## config.mk

```make
export PLATFORM = sky130hd
export DESIGN_NAME = reg_hub8
export DESIGN_NICKNAME = d
export VERILOG_FILES = /design/src/rtl/reg_hub_pkg.sv /design/src/rtl/reg_hub_sysctl.sv /design/src/rtl/reg_hub_bank.sv /design/src/rtl/reg_hub_xbar.sv /design/src/rtl/reg_hub8.sv
export SDC_FILE = /design/constraint.sdc
export NUM_CORES = 2
export LEC_CHECK = 0
export BUFFER_PORTS_ARGS = -buffer_cell sky130_fd_sc_hd__buf_2
export CAP_MARGIN = 20
export CORE_MARGIN = 2
export CORE_UTILIZATION = 50
export CTS_BUF_LIST = sky130_fd_sc_hd__clkbuf_2
export CTS_CLUSTER_DIAMETER = 50
export DETAILED_ROUTE_END_ITERATION = 8
export GPL_TIMING_DRIVEN = 0
export PLACE_DENSITY = 0.66
export SLEW_MARGIN = 10
export SYNTH_ARGS = -nofsm -noshare
export SYNTH_HDL_FRONTEND = slang
export SYNTH_SLANG_ARGS = --single-unit
```

## constraint.sdc

```tcl
create_clock -name clk_i -period 2.6 [get_ports clk_i]
set_input_delay 0.52 -clock clk_i [delete_from_list [all_inputs] [get_ports clk_i]]
set_output_delay 0.52 -clock clk_i [all_outputs]
set_load 0.005 [all_outputs]
```

## src/rtl/reg_hub_pkg.sv

```systemverilog
package reg_hub_pkg;
  // width of one byte lane, shared by every block of the hub
  localparam int unsigned LANE_W = 8;

  // number of lanes for a given data width
  function automatic int unsigned lanes_of(input int unsigned data_w);
    return data_w / LANE_W;
  endfunction
endpackage

```

## src/rtl/reg_hub_sysctl.sv

```systemverilog
module reg_hub_sysctl (
  input  logic clk_i,
  input  logic rst_req_i,
  output logic clk_o,
  output logic rst_o
);
  // clock is forwarded; reset request is registered into a synchronous reset
  assign clk_o = clk_i;

  always_ff @(posedge clk_i) begin
    rst_o <= rst_req_i;
  end
endmodule

```

## src/rtl/reg_hub_bank.sv

```systemverilog
module reg_hub_bank
  import reg_hub_pkg::*;
#(
  parameter int unsigned DATA_W = 16,
  parameter int unsigned REG_AW = 3
) (
  input  logic                          clk,
  input  logic                          rst,
  input  logic                          cyc,
  input  logic                          stb,
  input  logic                          we,
  input  logic [lanes_of(DATA_W)-1:0]   sel,
  input  logic [REG_AW-1:0]             adr,
  input  logic [DATA_W-1:0]             wdat,
  output logic [DATA_W-1:0]             rdat,
  output logic                          ack
);
  localparam int unsigned LANES = lanes_of(DATA_W);
  localparam int unsigned DEPTH = 1 << REG_AW;

  logic [DEPTH-1:0][DATA_W-1:0] regs;
  logic [DATA_W-1:0]            lmask;
  logic                         hit;

  // expand lane selects into a bit mask
  for (genvar l = 0; l < LANES; l++) begin : g_lane
    assign lmask[l*LANE_W +: LANE_W] = {LANE_W{sel[l]}};
  end

  // new request: strobe seen and not already answered
  assign hit = cyc & stb & ~ack;

  always_ff @(posedge clk) begin
    if (rst) begin
      regs <= '0;
      ack  <= 1'b0;
      rdat <= '0;
    end else begin
      ack <= hit;
      if (hit && we) begin
        regs[adr] <= (regs[adr] & ~lmask) | (wdat & lmask);
      end
      rdat <= (hit && !we) ? (regs[adr] & lmask) : '0;
    end
  end

  // acknowledge lasts one clock
  p_ack_pulse_r7: assert property (@(posedge clk) disable iff (rst)
    ack |=> !ack);

  // acknowledge only follows a request seen one clock earlier
  p_ack_follows_req_r7: assert property (@(posedge clk) disable iff (rst)
    ack |-> $past(cyc && stb));

  // an access with no lanes selected leaves the bank untouched
  p_nolane_keep_r8: assert property (@(posedge clk) disable iff (rst)
    (hit && we && (sel == '0)) |=> $stable(regs));

  // bank clear and acknowledge low right after reset
  p_rst_clear_r1: assert property (@(posedge clk) disable iff (rst)
    $past(rst) |-> ((regs == '0) && !ack));
endmodule

```

## src/rtl/reg_hub_xbar.sv

```systemverilog
module reg_hub_xbar
  import reg_hub_pkg::*;
#(
  parameter int unsigned DATA_W   = 16,
  parameter int unsigned SLV_BITS = 3
) (
  input  logic                          clk,
  input  logic                          rst,
  input  logic                          m_cyc,
  input  logic                          m_stb,
  input  logic [SLV_BITS-1:0]           slv_code,
  output logic [DATA_W-1:0]             m_dat,
  output logic                          m_ack,
  output logic [(1<<SLV_BITS)-1:0]      s_stb,
  input  logic [(1<<SLV_BITS)-1:0][DATA_W-1:0] s_rdat,
  input  logic [(1<<SLV_BITS)-1:0]      s_ack
);
  localparam int unsigned NSLV = 1 << SLV_BITS;

  // strobe steering: one decoder output per target
  for (genvar k = 0; k < NSLV; k++) begin : g_dec
    assign s_stb[k] = m_cyc & m_stb & (slv_code == SLV_BITS'(k));
  end

  // return path keyed on which target acknowledged
  always_comb begin
    m_ack = 1'b0;
    m_dat = '0;
    for (int k = 0; k < NSLV; k++) begin
      if (s_ack[k]) begin
        m_ack = 1'b1;
        m_dat = m_dat | s_rdat[k];
      end
    end
  end

  // never more than one target strobed
  p_stb_onehot_r9: assert property (@(posedge clk) disable iff (rst)
    $onehot0(s_stb));

  // a target strobe only during an initiator request
  p_stb_needs_req_r9: assert property (@(posedge clk) disable iff (rst)
    (|s_stb) |-> (m_cyc && m_stb));

  // at most one target answers in any cycle
  p_ack_onehot_r7: assert property (@(posedge clk) disable iff (rst)
    $onehot0(s_ack));
endmodule

```

## src/rtl/reg_hub8.sv

```systemverilog
module reg_hub8
  import reg_hub_pkg::*;
#(
  parameter int unsigned DATA_W   = 16,
  parameter int unsigned SLV_BITS = 3,
  parameter int unsigned REG_AW   = 3,
  localparam int unsigned ADDR_W  = SLV_BITS + REG_AW,
  localparam int unsigned LANES   = DATA_W / LANE_W
) (
  input  logic              clk_i,
  input  logic              rst_req_i,
  input  logic              m_cyc_i,
  input  logic              m_stb_i,
  input  logic              m_we_i,
  input  logic [LANES-1:0]  m_sel_i,
  input  logic [ADDR_W-1:0] m_adr_i,
  input  logic [DATA_W-1:0] m_dat_i,
  output logic [DATA_W-1:0] m_dat_o,
  output logic              m_ack_o
);
  localparam int unsigned NSLV = 1 << SLV_BITS;

  logic clk;
  logic rst;
  logic [NSLV-1:0]             s_stb;
  logic [NSLV-1:0]             s_ack;
  logic [NSLV-1:0][DATA_W-1:0] s_rdat;

  reg_hub_sysctl u_sysctl (
    .clk_i     (clk_i),
    .rst_req_i (rst_req_i),
    .clk_o     (clk),
    .rst_o     (rst)
  );

  reg_hub_xbar #(
    .DATA_W   (DATA_W),
    .SLV_BITS (SLV_BITS)
  ) u_xbar (
    .clk      (clk),
    .rst      (rst),
    .m_cyc    (m_cyc_i),
    .m_stb    (m_stb_i),
    .slv_code (m_adr_i[ADDR_W-1 -: SLV_BITS]),
    .m_dat    (m_dat_o),
    .m_ack    (m_ack_o),
    .s_stb    (s_stb),
    .s_rdat   (s_rdat),
    .s_ack    (s_ack)
  );

  for (genvar k = 0; k < NSLV; k++) begin : g_bank
    reg_hub_bank #(
      .DATA_W (DATA_W),
      .REG_AW (REG_AW)
    ) u_bank (
      .clk  (clk),
      .rst  (rst),
      .cyc  (m_cyc_i),
      .stb  (s_stb[k]),
      .we   (m_we_i),
      .sel  (m_sel_i),
      .adr  (m_adr_i[REG_AW-1:0]),
      .wdat (m_dat_i),
      .rdat (s_rdat[k]),
      .ack  (s_ack[k])
    );
  end

  // no acknowledge without an initiator request one clock earlier
  p_ack_needs_req_r10: assert property (@(posedge clk) disable iff (rst)
    m_ack_o |-> $past(m_cyc_i && m_stb_i));
endmodule

```

==> out/qor.txt <==
Outcome -> finished with violations
Failing checks -> negative setup slack
Clock Sinks -> 1161
GRT busiest layer -> met2
Post-route ant nets -> 0
Pre-CTS setup slack -> -0.964 ns
Remaining Overflow, GRT -> 0
RSZ-0062 raised after global routing -> yes
Multi-input gate area -> 22600 µm²
Non-filler instance count after layout -> 6381
First-pass GRT wire length -> 254000 µm
Port Buffers -> 40
GR Util met2 -> 0.512
Initial Util -> 0.503
Period utilization -> 1.37
Final Hold Viols -> 0
Synth Warn # -> 0
Seq/Total Area, Yosys -> 0.488
Multiplexer share of the synthesized area -> 0.151
Combinational Power Share -> 0.063
Pwr/cell area -> 610 nW/µm²
Cells after synthesis -> 4521
Leak Pwr -> 17.9 nW
Critical path class -> flop to primary output
Pin count of the biggest net entering global routing -> 17
Crit path launch type -> flop
Top FF cell, synth -> dfxtp_1
Clock Latency Late Sink -> 1.62 ns
Syn Nets -> 4550
XOR/XNOR Fraction of Synth Area -> 0
Post-Synth Simple-Gate Area -> 0.122
Max Fclk -> 0.281 GHz
Switching Fraction -> 0.284
Detailed placement HPWL -> 118000 µm
Row count -> 113
Yosys top cell area share -> 0.488
Hold Crit Class -> input pin to flop
Num CTS Buffers -> 314
Clock Path Buffers -> 4
Grt met1 use -> 0.470
TNS Setup -> -14.69 ns
Core Util, Final -> 0.559
MaxCap Viol Count -> 0
P_sw -> 9.16 mW
Area contributors post-synth -> dfxtp_1 (49%), a211oi_1 (16%), mux4_2 (12%)
#FFs+latches synth -> 1161
Post-layout nets -> 4950
Worst-path clk slew -> 0.11 ns
Total Power -> 32.3 mW
Initial antenna violation count -> 7
Max-slew headroom -> 0.0982
Fraction of the mapped netlist area in adder cells -> 0
Reg power frac -> 0.552
Residual DRC count -> 0
Internal -> 23.1 mW
I/O pin cnt -> 46
Root buffer cell -> clkbuf_2
Area Growth Syn to Fin -> 11.2%
Ys async rst share -> 0
Arr. time, crit path -> 3.03 ns
Via Count -> 40.3k
Slew Viols, Final -> 0
Setup WS post-layout -> -0.954 ns
GP Congestion -> 1.01
Total core area -> 94600 µm²
TritonCTS clock tree -> done
Number of global-route vias before repair -> 39.3k
Fin crit period -> 3.55 ns
Post-synth EDFFs -> 0
Post-synthesis cell type count -> 36
Crit path max fanout -> 8
Die W -> 312 µm
Synth Area in Compound Gates -> 0.196
Clock power share -> 0.385
Final setup fails -> 45
Most frequent cell after synthesis -> dfxtp_1
Tot GR Track Use -> 0.349
Vias/cell -> 6.32
DP Cell Count -> 5830
Routed WL per cell -> 27.1 µm
Worst Clk Skew -> 0.176 ns
Area leader, netlist -> dfxtp_1
Register area -> 23300 µm²
Synth Cell Area -> 47600 µm²
Met3 usage -> 0.0956
Layout cell share with drive strength beyond 1 -> 0.269
Starting DRC count in detailed routing -> 4749
CP required -> 2.08 ns
Syn_area_per_cell -> 10.5 µm²
Total wire length -> 173000 µm
Die area -> 97600 µm²
Largest family of logic cells by synthesized area -> compound AO/OA/AOI/OAI gates
Pre-antenna DRT Iters -> 8
H-tree levels -> 5
CP endpoint kind -> primary output
Worst VDD drop -> 0.367 mV
Height of the die -> 312 µm
Most frequent cells after synthesis -> dfxtp_1 (1161), nor2_1 (1034), a211oi_1 (1020)
Worst slew pin tran -> 1.35 ns
Fill count -> 8536
==> power groups by stage <==
| stage | sequential [mW] | clock (mW) | combinational [mW] |
|---|---|---|---|
| finish | 17.8 | 12.4 | 2.04 |
| global placement | 18.2 | 0 | 1.91 |
| detailed placement | 18.2 | 0 | 1.92 |
| global route | 17.8 | 13.5 | 2.09 |
| floorplan | 18.2 | 0 | 1.13 |
| CTS | 17.8 | 12.5 | 1.97 |
==> routing by layer <==
metal	wire, µm	part of all wire
met4	8750	0.051
met1	70400	0.41
met3	18700	0.11
met5	152	0.00088
met2	75000	0.43
==> sequential cells by signal, indices dropped and copies added (netlist names) <==
name	flops
u_sysctl.rst_o	1
g_bank.u_bank.ack	8
g_bank.u_bank.regs	1024
g_bank.u_bank.rdat	128
==> final timing paths <==
kind | startpoint | end | slack [ns] | cells after the start
setup / recovery | g_bank[5].u_bank.ack$_SDFF_PP0_ | m_dat_o[12] | -0.95 | 4
hold / removal | m_dat_i[4] | g_bank[2].u_bank.regs[20]$_SDFFE_PP0P_ | 0.21 | 5
setup reg to reg | u_sysctl.rst_o$_DFF_P_ | g_bank[3].u_bank.regs[11]$_SDFFE_PP0P_ | -0.01 | 5
hold reg to reg | g_bank[6].u_bank.regs[0]$_SDFFE_PP0P_ | g_bank[6].u_bank.regs[0]$_SDFFE_PP0P_ | 0.50 | 2
==> critical path: stages, from the launching register on <==
cell	delay (ns)
dfxtp_4	0.38
clkbuf_16	0.17
a22oi_2	0.21
nand4_1	0.40
buf_2	0.27
==> logic make-up (layout without fill, tap and decap cells) <==
family / after synthesis / count (layout)
simple gates: 1289 / 1289
compound gates: 1216 / 1216
flops: 1161 / 1161
buf+inv: 471 / 1060
mux: 384 / 384
other cells: 0 / 6
==> layout make-up <==
cell class / instances / area share
inverters: 2 / 0.000142
flip-flops and latches: 1161 / 0.440
diodes: 6 / 0.000284
well taps: 1265 / 0.0299
clock buffers: 449 / 0.0425
clock inverters: 56 / 0.00589
repair buffers: 93 / 0.0143
plain buffers: 460 / 0.0404
multi-input cells: 2889 / 0.427
==> through the flow <==
step	hold WS, ns	instance area, µm²
CTS	0.0533	52800
finish	0.210	52900
global route	0.127	52900
floorplan	0.475	47600
global placement	0.482	49400
detailed placement	0.489	49400
==> cell usage in the layout (no fill, tap or decap), drive strengths merged, types with 30 or more instances in the layout <==
cell type and instances:
dfxtp 1161, nor2 1034, a211oi 1024, clkbuf 711, buf 261, mux4 256
mux2 126, a21oi 126, and3 126, nor3 74, a22oi 64, clkinv 47
dlygate4sd3 30
==> what timing repair did <==
action / CTS / global route
gates resized for setup: 91 / 41
cloned: 2 / 0
setup endpoints to repair: 360 / 109
buffers inserted: 14 / 4
hold endpoints to repair: 663 / 0
hold buffers: 30 / 0
pin swaps: 27 / 16
Power figures use the tool's default switching activity.
